===== config.mk =====
export PLATFORM = sky130hd
export DESIGN_NAME = irq_status_agg
export DESIGN_NICKNAME = d
export VERILOG_FILES = /design/src/rtl/irq_agg_pkg.sv /design/src/rtl/irq_agg_ctrl.sv /design/src/rtl/irq_agg_dp.sv /design/src/rtl/irq_status_agg.sv
export SDC_FILE = /design/constraint.sdc
export NUM_CORES = 1
export LEC_CHECK = 0
export ABC_AREA = 1
export BUFFER_PORTS_ARGS = -buffer_cell sky130_fd_sc_hd__clkbuf_2
export CORE_AREA = 2 2 64 66
export DETAILED_ROUTE_END_ITERATION = 16
export DIE_AREA = 0 0 66 68
export GPL_TIMING_DRIVEN = 0
export PLACE_DENSITY = 0.69
export REMOVE_ABC_BUFFERS = 1
export SLEW_MARGIN = 20
export SYNTH_ARGS = -nofsm -noshare
export SYNTH_HDL_FRONTEND = slang
export SYNTH_SLANG_ARGS = --single-unit

===== constraint.sdc =====
create_clock -name clk -period 1 [get_ports clk]
set_input_delay 0.05 -clock clk [delete_from_list [all_inputs] [get_ports clk]]
set_output_delay 0.05 -clock clk [all_outputs]
set_load 0.005 [all_outputs]

===== src/rtl/irq_agg_pkg.sv =====
package irq_agg_pkg;
  localparam int DATA_W = 8;
  localparam int ADDR_W = 3;
  localparam int STAT_W = 2 * DATA_W;

  // Event bit positions inside the status word
  localparam int TICK_BIT   = 8;
  localparam int ALARM_BIT  = 9;
  localparam int UPDERR_BIT = 10;
  localparam int BTN_BIT    = 11;

  typedef enum logic [ADDR_W-1:0] {
    ADR_MASK_LO = 3'd0,
    ADR_MASK_HI = 3'd1,
    ADR_STAT_LO = 3'd2,
    ADR_STAT_HI = 3'd3,
    ADR_ACK_LO  = 3'd4,
    ADR_ACK_HI  = 3'd5
  } regAddr_e;

  typedef struct packed {
    logic              maskLoWr;
    logic              maskHiWr;
    logic              ackLoWr;
    logic              ackHiWr;
    logic [DATA_W-1:0] wdata;
  } regStrobe_t;
endpackage


===== src/rtl/irq_agg_ctrl.sv =====
module irq_agg_ctrl
  import irq_agg_pkg::*;
(
  input  logic [ADDR_W-1:0] regAddr,
  input  logic              wrEn,
  input  logic [DATA_W-1:0] wrData,
  input  logic [STAT_W-1:0] statusQ,
  input  logic [STAT_W-1:0] maskQ,
  output regStrobe_t        strobe,
  output logic [DATA_W-1:0] rdData
);
  // Write decode: one strobe per writable register
  always_comb begin
    strobe          = '0;
    strobe.wdata    = wrData;
    if (wrEn) begin
      case (regAddr_e'(regAddr))
        ADR_MASK_LO: strobe.maskLoWr = 1'b1;
        ADR_MASK_HI: strobe.maskHiWr = 1'b1;
        ADR_ACK_LO:  strobe.ackLoWr  = 1'b1;
        ADR_ACK_HI:  strobe.ackHiWr  = 1'b1;
        default:     ;
      endcase
    end
  end

  // Read mux: acknowledge and unused addresses return zero
  always_comb begin
    case (regAddr_e'(regAddr))
      ADR_MASK_LO: rdData = maskQ[DATA_W-1:0];
      ADR_MASK_HI: rdData = maskQ[STAT_W-1:DATA_W];
      ADR_STAT_LO: rdData = statusQ[DATA_W-1:0];
      ADR_STAT_HI: rdData = statusQ[STAT_W-1:DATA_W];
      default:     rdData = '0;
    endcase
  end
endmodule


===== src/rtl/irq_agg_dp.sv =====
module irq_agg_dp
  import irq_agg_pkg::*;
#(
  parameter logic [STAT_W-1:0] MASK_RST = 16'h0FFF,
  parameter int                SYNC_LEN = 2
)(
  input  logic              clk,
  input  logic              rst_n,
  input  regStrobe_t        strobe,
  input  logic              tickEvt,
  input  logic              alarmEvt,
  input  logic              updErrEvt,
  input  logic              btnIn,
  output logic [STAT_W-1:0] statusQ,
  output logic [STAT_W-1:0] maskQ,
  output logic              irqOut
);
  logic [SYNC_LEN-1:0] syncQ;
  logic                btnPrevQ;
  logic                btnRise;
  logic [STAT_W-1:0]   evtVec;
  logic [STAT_W-1:0]   ackVec;

  // Button synchronizer chain
  for (genvar g = 0; g < SYNC_LEN; g++) begin : g_sync
    if (g == 0) begin : g_first
      always_ff @(posedge clk or negedge rst_n)
        if (!rst_n) syncQ[0] <= 1'b0;
        else        syncQ[0] <= btnIn;
    end else begin : g_next
      always_ff @(posedge clk or negedge rst_n)
        if (!rst_n) syncQ[g] <= 1'b0;
        else        syncQ[g] <= syncQ[g-1];
    end
  end

  always_ff @(posedge clk or negedge rst_n)
    if (!rst_n) btnPrevQ <= 1'b0;
    else        btnPrevQ <= syncQ[SYNC_LEN-1];

  assign btnRise = syncQ[SYNC_LEN-1] & ~btnPrevQ;

  always_comb begin
    evtVec             = '0;
    evtVec[TICK_BIT]   = tickEvt;
    evtVec[ALARM_BIT]  = alarmEvt;
    evtVec[UPDERR_BIT] = updErrEvt;
    evtVec[BTN_BIT]    = btnRise;
  end

  always_comb begin
    ackVec = '0;
    if (strobe.ackLoWr) ackVec[DATA_W-1:0]      = strobe.wdata;
    if (strobe.ackHiWr) ackVec[STAT_W-1:DATA_W] = strobe.wdata;
  end

  // Sticky status: new events override a same-cycle acknowledge
  always_ff @(posedge clk or negedge rst_n)
    if (!rst_n) statusQ <= '0;
    else        statusQ <= (statusQ & ~ackVec) | evtVec;

  always_ff @(posedge clk or negedge rst_n)
    if (!rst_n) maskQ <= MASK_RST;
    else begin
      if (strobe.maskLoWr) maskQ[DATA_W-1:0]      <= strobe.wdata;
      if (strobe.maskHiWr) maskQ[STAT_W-1:DATA_W] <= strobe.wdata;
    end

  assign irqOut = |(statusQ & ~maskQ);


  sticky_status_chk: assert property (@(posedge clk) disable iff (!rst_n)
    (!strobe.ackLoWr && !strobe.ackHiWr) |=>
      ((statusQ & $past(statusQ)) == $past(statusQ)));


  tick_wins_chk: assert property (@(posedge clk) disable iff (!rst_n)
    tickEvt |=> statusQ[TICK_BIT]);


  btn_edge_only_chk: assert property (@(posedge clk) disable iff (!rst_n)
    $rose(statusQ[BTN_BIT]) |-> $past(btnRise));


  mask_half_keep_chk: assert property (@(posedge clk) disable iff (!rst_n)
    (strobe.maskLoWr && !strobe.maskHiWr) |=>
      (maskQ[STAT_W-1:DATA_W] == $past(maskQ[STAT_W-1:DATA_W])));


  full_mask_quiet_chk: assert property (@(posedge clk) disable iff (!rst_n)
    (&maskQ) |-> !irqOut);
endmodule


===== src/rtl/irq_status_agg.sv =====
module irq_status_agg
  import irq_agg_pkg::*;
#(
  parameter logic [15:0] MASK_RST = 16'h0FFF,
  parameter int          SYNC_LEN = 2
)(
  input  logic       clk,
  input  logic       rst_n,
  input  logic [2:0] regAddr,
  input  logic       wrEn,
  input  logic [7:0] wrData,
  output logic [7:0] rdData,
  input  logic       tickEvt,
  input  logic       alarmEvt,
  input  logic       updErrEvt,
  input  logic       btnIn,
  output logic       irqOut
);
  regStrobe_t        strobe;
  logic [STAT_W-1:0] statusQ;
  logic [STAT_W-1:0] maskQ;

  irq_agg_ctrl ctrl_i (
    .regAddr (regAddr),
    .wrEn    (wrEn),
    .wrData  (wrData),
    .statusQ (statusQ),
    .maskQ   (maskQ),
    .strobe  (strobe),
    .rdData  (rdData)
  );

  irq_agg_dp #(.MASK_RST(MASK_RST), .SYNC_LEN(SYNC_LEN)) dp_i (
    .clk       (clk),
    .rst_n     (rst_n),
    .strobe    (strobe),
    .tickEvt   (tickEvt),
    .alarmEvt  (alarmEvt),
    .updErrEvt (updErrEvt),
    .btnIn     (btnIn),
    .statusQ   (statusQ),
    .maskQ     (maskQ),
    .irqOut    (irqOut)
  );
endmodule


* After elaboration in Yosys (flattened, before gate mapping) *
Index checks and enable logic that the tools add are counted.

cells by class
  bitwise gates (word level) = 7
  multipliers = 0
  equal/unequal tests = 5
  magnitude comparators = 0
  multiplexer cells = 8
  div/mod/pow operators = 0
  shift operators = 0
  reduce and logical (&&, ||, !) cells = 2
  add/sub/neg operators = 0

operators by type and width
  kind                  count
  $and A16 B16 Y16      2
  $not A16 Y16          2
  $pmux W8 S4           1
  $mux W8               2
  $or A16 B12 Y16       1
  $reduce_or A16 Y1     1
  $eq A3 B2 Y1 const B  2
  $eq A3 B3 Y1 const B  2
  $mux W1               4
  $mux W4               1
  $eq A3 B1 Y1 const B  1
  $logic_not A3 Y1      1
  $and A1 B1 Y1         1
  $not A1 Y1            1

word-level totals
  memories kept = 0
  latch bits = 0
  RAM bits = 0
  bits in registers = 35
  ROM bits = 0
  input port bits = 18
  output and inout bits = 9
  word-level logic and storage cells = 28

* Longest topological paths before layout *
  depth in word-level cells = 7
  depth in mapped cells = 7
  gate-level depth less buffers = 7

* By module *
Synthesis repeated with hierarchy kept, for this count alone.

unflattened totals
  cells, all modules = 245
  area total of the unflattened synthesis = 1890.6 um2

modules (own cells, without submodules)
  module        times used  area an instance (um2)  cells an instance
  irq_agg_dp    1           1387.6                  142
  irq_agg_ctrl  1           503.0                   103

* Worst setup path before layout *
No wires, ideal clock.

  path kind = register -> output
  start = register dp_i.maskQ[0]
  end = output port irqOut
  data required time = 950 ps
  arrival = 832 ps
  path buffers = 0
  cell stages (with the launch flop) = 6
  setup slack = 118 ps
  path through = dfstp_2 -> inv_1 -> nand2_1 -> o21ai_0 -> nor2_1 -> nand3_1

between the ends
  cells in the longest elaborated chain, start to end = 3

ends and longest elaborated chain
  what                             line                  source
  start, declared                  irq_agg_dp.sv:15      output logic [STAT_W-1:0] maskQ,
  start signal, assigned by index  irq_agg_dp.sv:65      if (strobe.maskLoWr) maskQ[DATA_W-1:0] <= strobe.wdata;
  start signal, assigned by index  irq_agg_dp.sv:66      if (strobe.maskHiWr) maskQ[STAT_W-1:DATA_W] <= strobe.wdata;
  $not A16 Y16                     irq_agg_dp.sv:69      assign irqOut = |(statusQ & ~maskQ);
  $and A16 B16 Y16                 irq_agg_dp.sv:69
  $reduce_or A16 Y1                irq_agg_dp.sv:69
  end, declared                    irq_status_agg.sv:17  output logic irqOut

No other way between the ends.

* Worst setup path after layout *
  start = register dp_i.maskQ[11]
  end = output port irqOut

The elaborated chain is that of the path after synthesis.

==> impl_metrics.tcl <==
set metrics [dict create \
    outcome "finished, violations left" \
    violations "hold timing, setup timing" \
    routedWlPerCell_um 12.1 \
    start_util_pct 46.8 \
    place_ws_ns -0.253 \
    postSynthCellCount 232 \
    ctsHoldBuffers 4 \
    io_pins 27 \
    synth_area_leaders "dfrtp_1 (32%), dfstp_2 (17%), nand2_1 (15%)" \
    drcViolationCount 0 \
    port_buffers 26 \
    startpoint "dp_i.maskQ[11]" \
    rows 23 \
    rsz0062_at_grt "true" \
    yosys.area.top_type "dfrtp_1" \
    drive_above_1_share_pct 30.4 \
    dp.cells 306 \
    tightest_slew_ns 0.905 \
    setup_viol 9 \
    fin_ws_ns -0.403 \
    synthFlopType "dfrtp_1" \
    clockBufferDepth 2 \
    cts.root.buffer_cell "clkbuf_8" \
    clock_sinks 35 \
    dr.pass1.iters 4 \
    synth.most_common_cell "nand2_1" \
    chipHeight_um 68 \
    synth-edff-count 0 \
    placed_area_um2 1970 \
    grt_first_pass_wirelength_um 6360 \
    min_period_over_period_pct 140 \
    timing.fmax_mhz 713 \
    grt_pass1_vias 1344 \
    tritoncts "done" \
    p_per_area_nw_per_um2 1490 \
    insertion_delay_ns 0.28 \
    cp_data_required_time_ns 0.95 \
    crit_fanout 2 \
    dpl.hpwl_um 2530 \
    core_area_um2 3860 \
    final_cell_area_um2 2190 \
    fin_skew_ns 0.000367 \
    drtIter0Drc 84 \
    ys_ff_latch 35 \
    path_clk_slew_ns 0.07 \
    maxSlewViolCount 0 \
    hold_path.class "input pin to async pin" \
    use_met2_pct 29.8 \
    crit_family "flip-flops" \
    final_cells 323 \
    cap_violations 0 \
    htreeDepth 2 \
    fin_setup_tns_ns -2.20 \
    dieArea_um2 4490 \
    p_leak_nw 1.27 \
    antenna_found_initial 0 \
    vias 1498 \
    worstPathBufferInverterCount 2 \
    critPathLaunchType "flip-flop" \
    yosysWarnings 0 \
    overflow 0 \
    synthDistinctLibCells 14 \
    cts_buffers 5 \
    syn_area_um2 1800 \
    met1_usage_pct 26.7 \
    final_hold_viol_count 23 \
    fin_util_pct 56.8 \
    crit_chain "inv_1, nand2_1, nand3_1, nor2_4, nand3_2, clkbuf_2" \
    worstPathArrival_ns 1.35 \
    critPathSlowestCell "dfstp_2" \
    syn_to_final_growth_pct 21.5 \
    ys_seq_area_share_pct 49.4 \
    holdWs_ns -0.118 \
    period_needed_ns 1.40 \
    worst-setup-path-type "flip-flop to primary output" \
    routed_via_density 4.64 \
    die_w_um 66 \
    gr-usage-met3_pct 6.09 \
    slew_headroom_pct 39.6 \
    synth_top_area_share_pct 31.9 \
    ant_nets 0 \
    max_stage_delay_ns 0.54 \
    ys_top_cells_by_count "nand2_1 (70), inv_1 (58), dfrtp_1 (23)" \
    r2r-start "dp_i.maskQ[10]" \
    fin_nets 290 \
    grt_max_degree 36 \
    async_reset_ff_share_pct 100 \
    gr-max-usage-layer "met2" \
    syn-mean-instance-area_um2 7.78 \
    diodes 0 \
    wl_um 3920 \
    grt.total_usage_pct 19.8 \
    end_kind "primary output" \
    peakVddDrop_mv 0.744 \
    routabilityCongestion 0.757 \
]
metrics by stage:
step                power [mW]  hold WS, ns
floorplan                 2.03       -0.246
global placement          2.19        0.159
detailed placement        2.21        0.160
CTS                       3.24      -0.0979
global route              3.48      -0.0534
finish                    3.27       -0.118
cell families (layout without fill, tap and decap cells):
family | count (synthesis) | in the layout | share of synthesized area (%)
and+or+nand+nor | 94 | 94 | 22.1
DFF | 35 | 35 | 49.4
buffers and inverters | 61 | 102 | 13.5
AOI/OAI and AO/OA | 42 | 42 | 15.0
report_power, final:
part | internal (mW) | switching, mW | total, mW
Combinational | 0.259 | 0.320 | 0.579
Clock | 0.494 | 0.484 | 0.978
Sequential | 1.62 | 0.0973 | 1.71
Total | 2.37 | 0.901 | 3.27
flip-flops by register name (all words and copies together), names as in the netlist:
register and flops:
dp_i.statusQ 16, dp_i.btnPrevQ 1, dp_i.maskQ 16, dp_i.syncQ 2
final cells by class:
class,count,area (um2)
clock buffers,8,80.1
fillers,375,1660
inverters,59,221
multi-input cells,136,718
flip-flops and latches,35,891
well taps,50,62.6
repair buffers,35,219
worst paths after layout:
check,depth (start not counted),to,slack [ns]
worst max-delay path,6,irqOut,-0.40
worst min-delay path,1,dp_i.statusQ[15],-0.12
worst max register to register,4,dp_i.maskQ[10],0.08
worst min register to register,0,dp_i.syncQ[1],0.35
max in group asynchronous,1,dp_i.statusQ[1],0.56
min in group clk,3,dp_i.maskQ[5],0.03
per-layer routing:
metal,vias to the layer above,part of all wire (%)
met2,31,46
met1,687,47
met5,-,0
met4,0,1.9
li1,772,-
met3,8,4.5
cells in the final DEF (no fill, tap or decap):
cell type,count
nor3_4,1
nand2_2,7
clkbuf_2,22
nand3_1,5
nand3_2,3
o21ai_2,16
buf_4,2
nor2_4,3
nand2_1,63
o21ai_0,17
dfrtp_1,23
buf_2,4
inv_2,2
dfstp_2,12
buf_6,3
clkbuf_1,3
inv_1,57
nand2_4,2
a21oi_1,8
nor2_2,1
dlygate4sd3_1,4
clkbuf_8,5
nor2_1,9
o21ai_1,1
repair_timing:
item | CTS | global route
pin swaps | 6 | 7
setup endpoints to repair | 9 | 10
hold endpoints to repair | 27 | 23
buffers inserted | 3 | 2
resized for setup | 2 | 21
No activity file was read; power rests on OpenSTA's default activity.
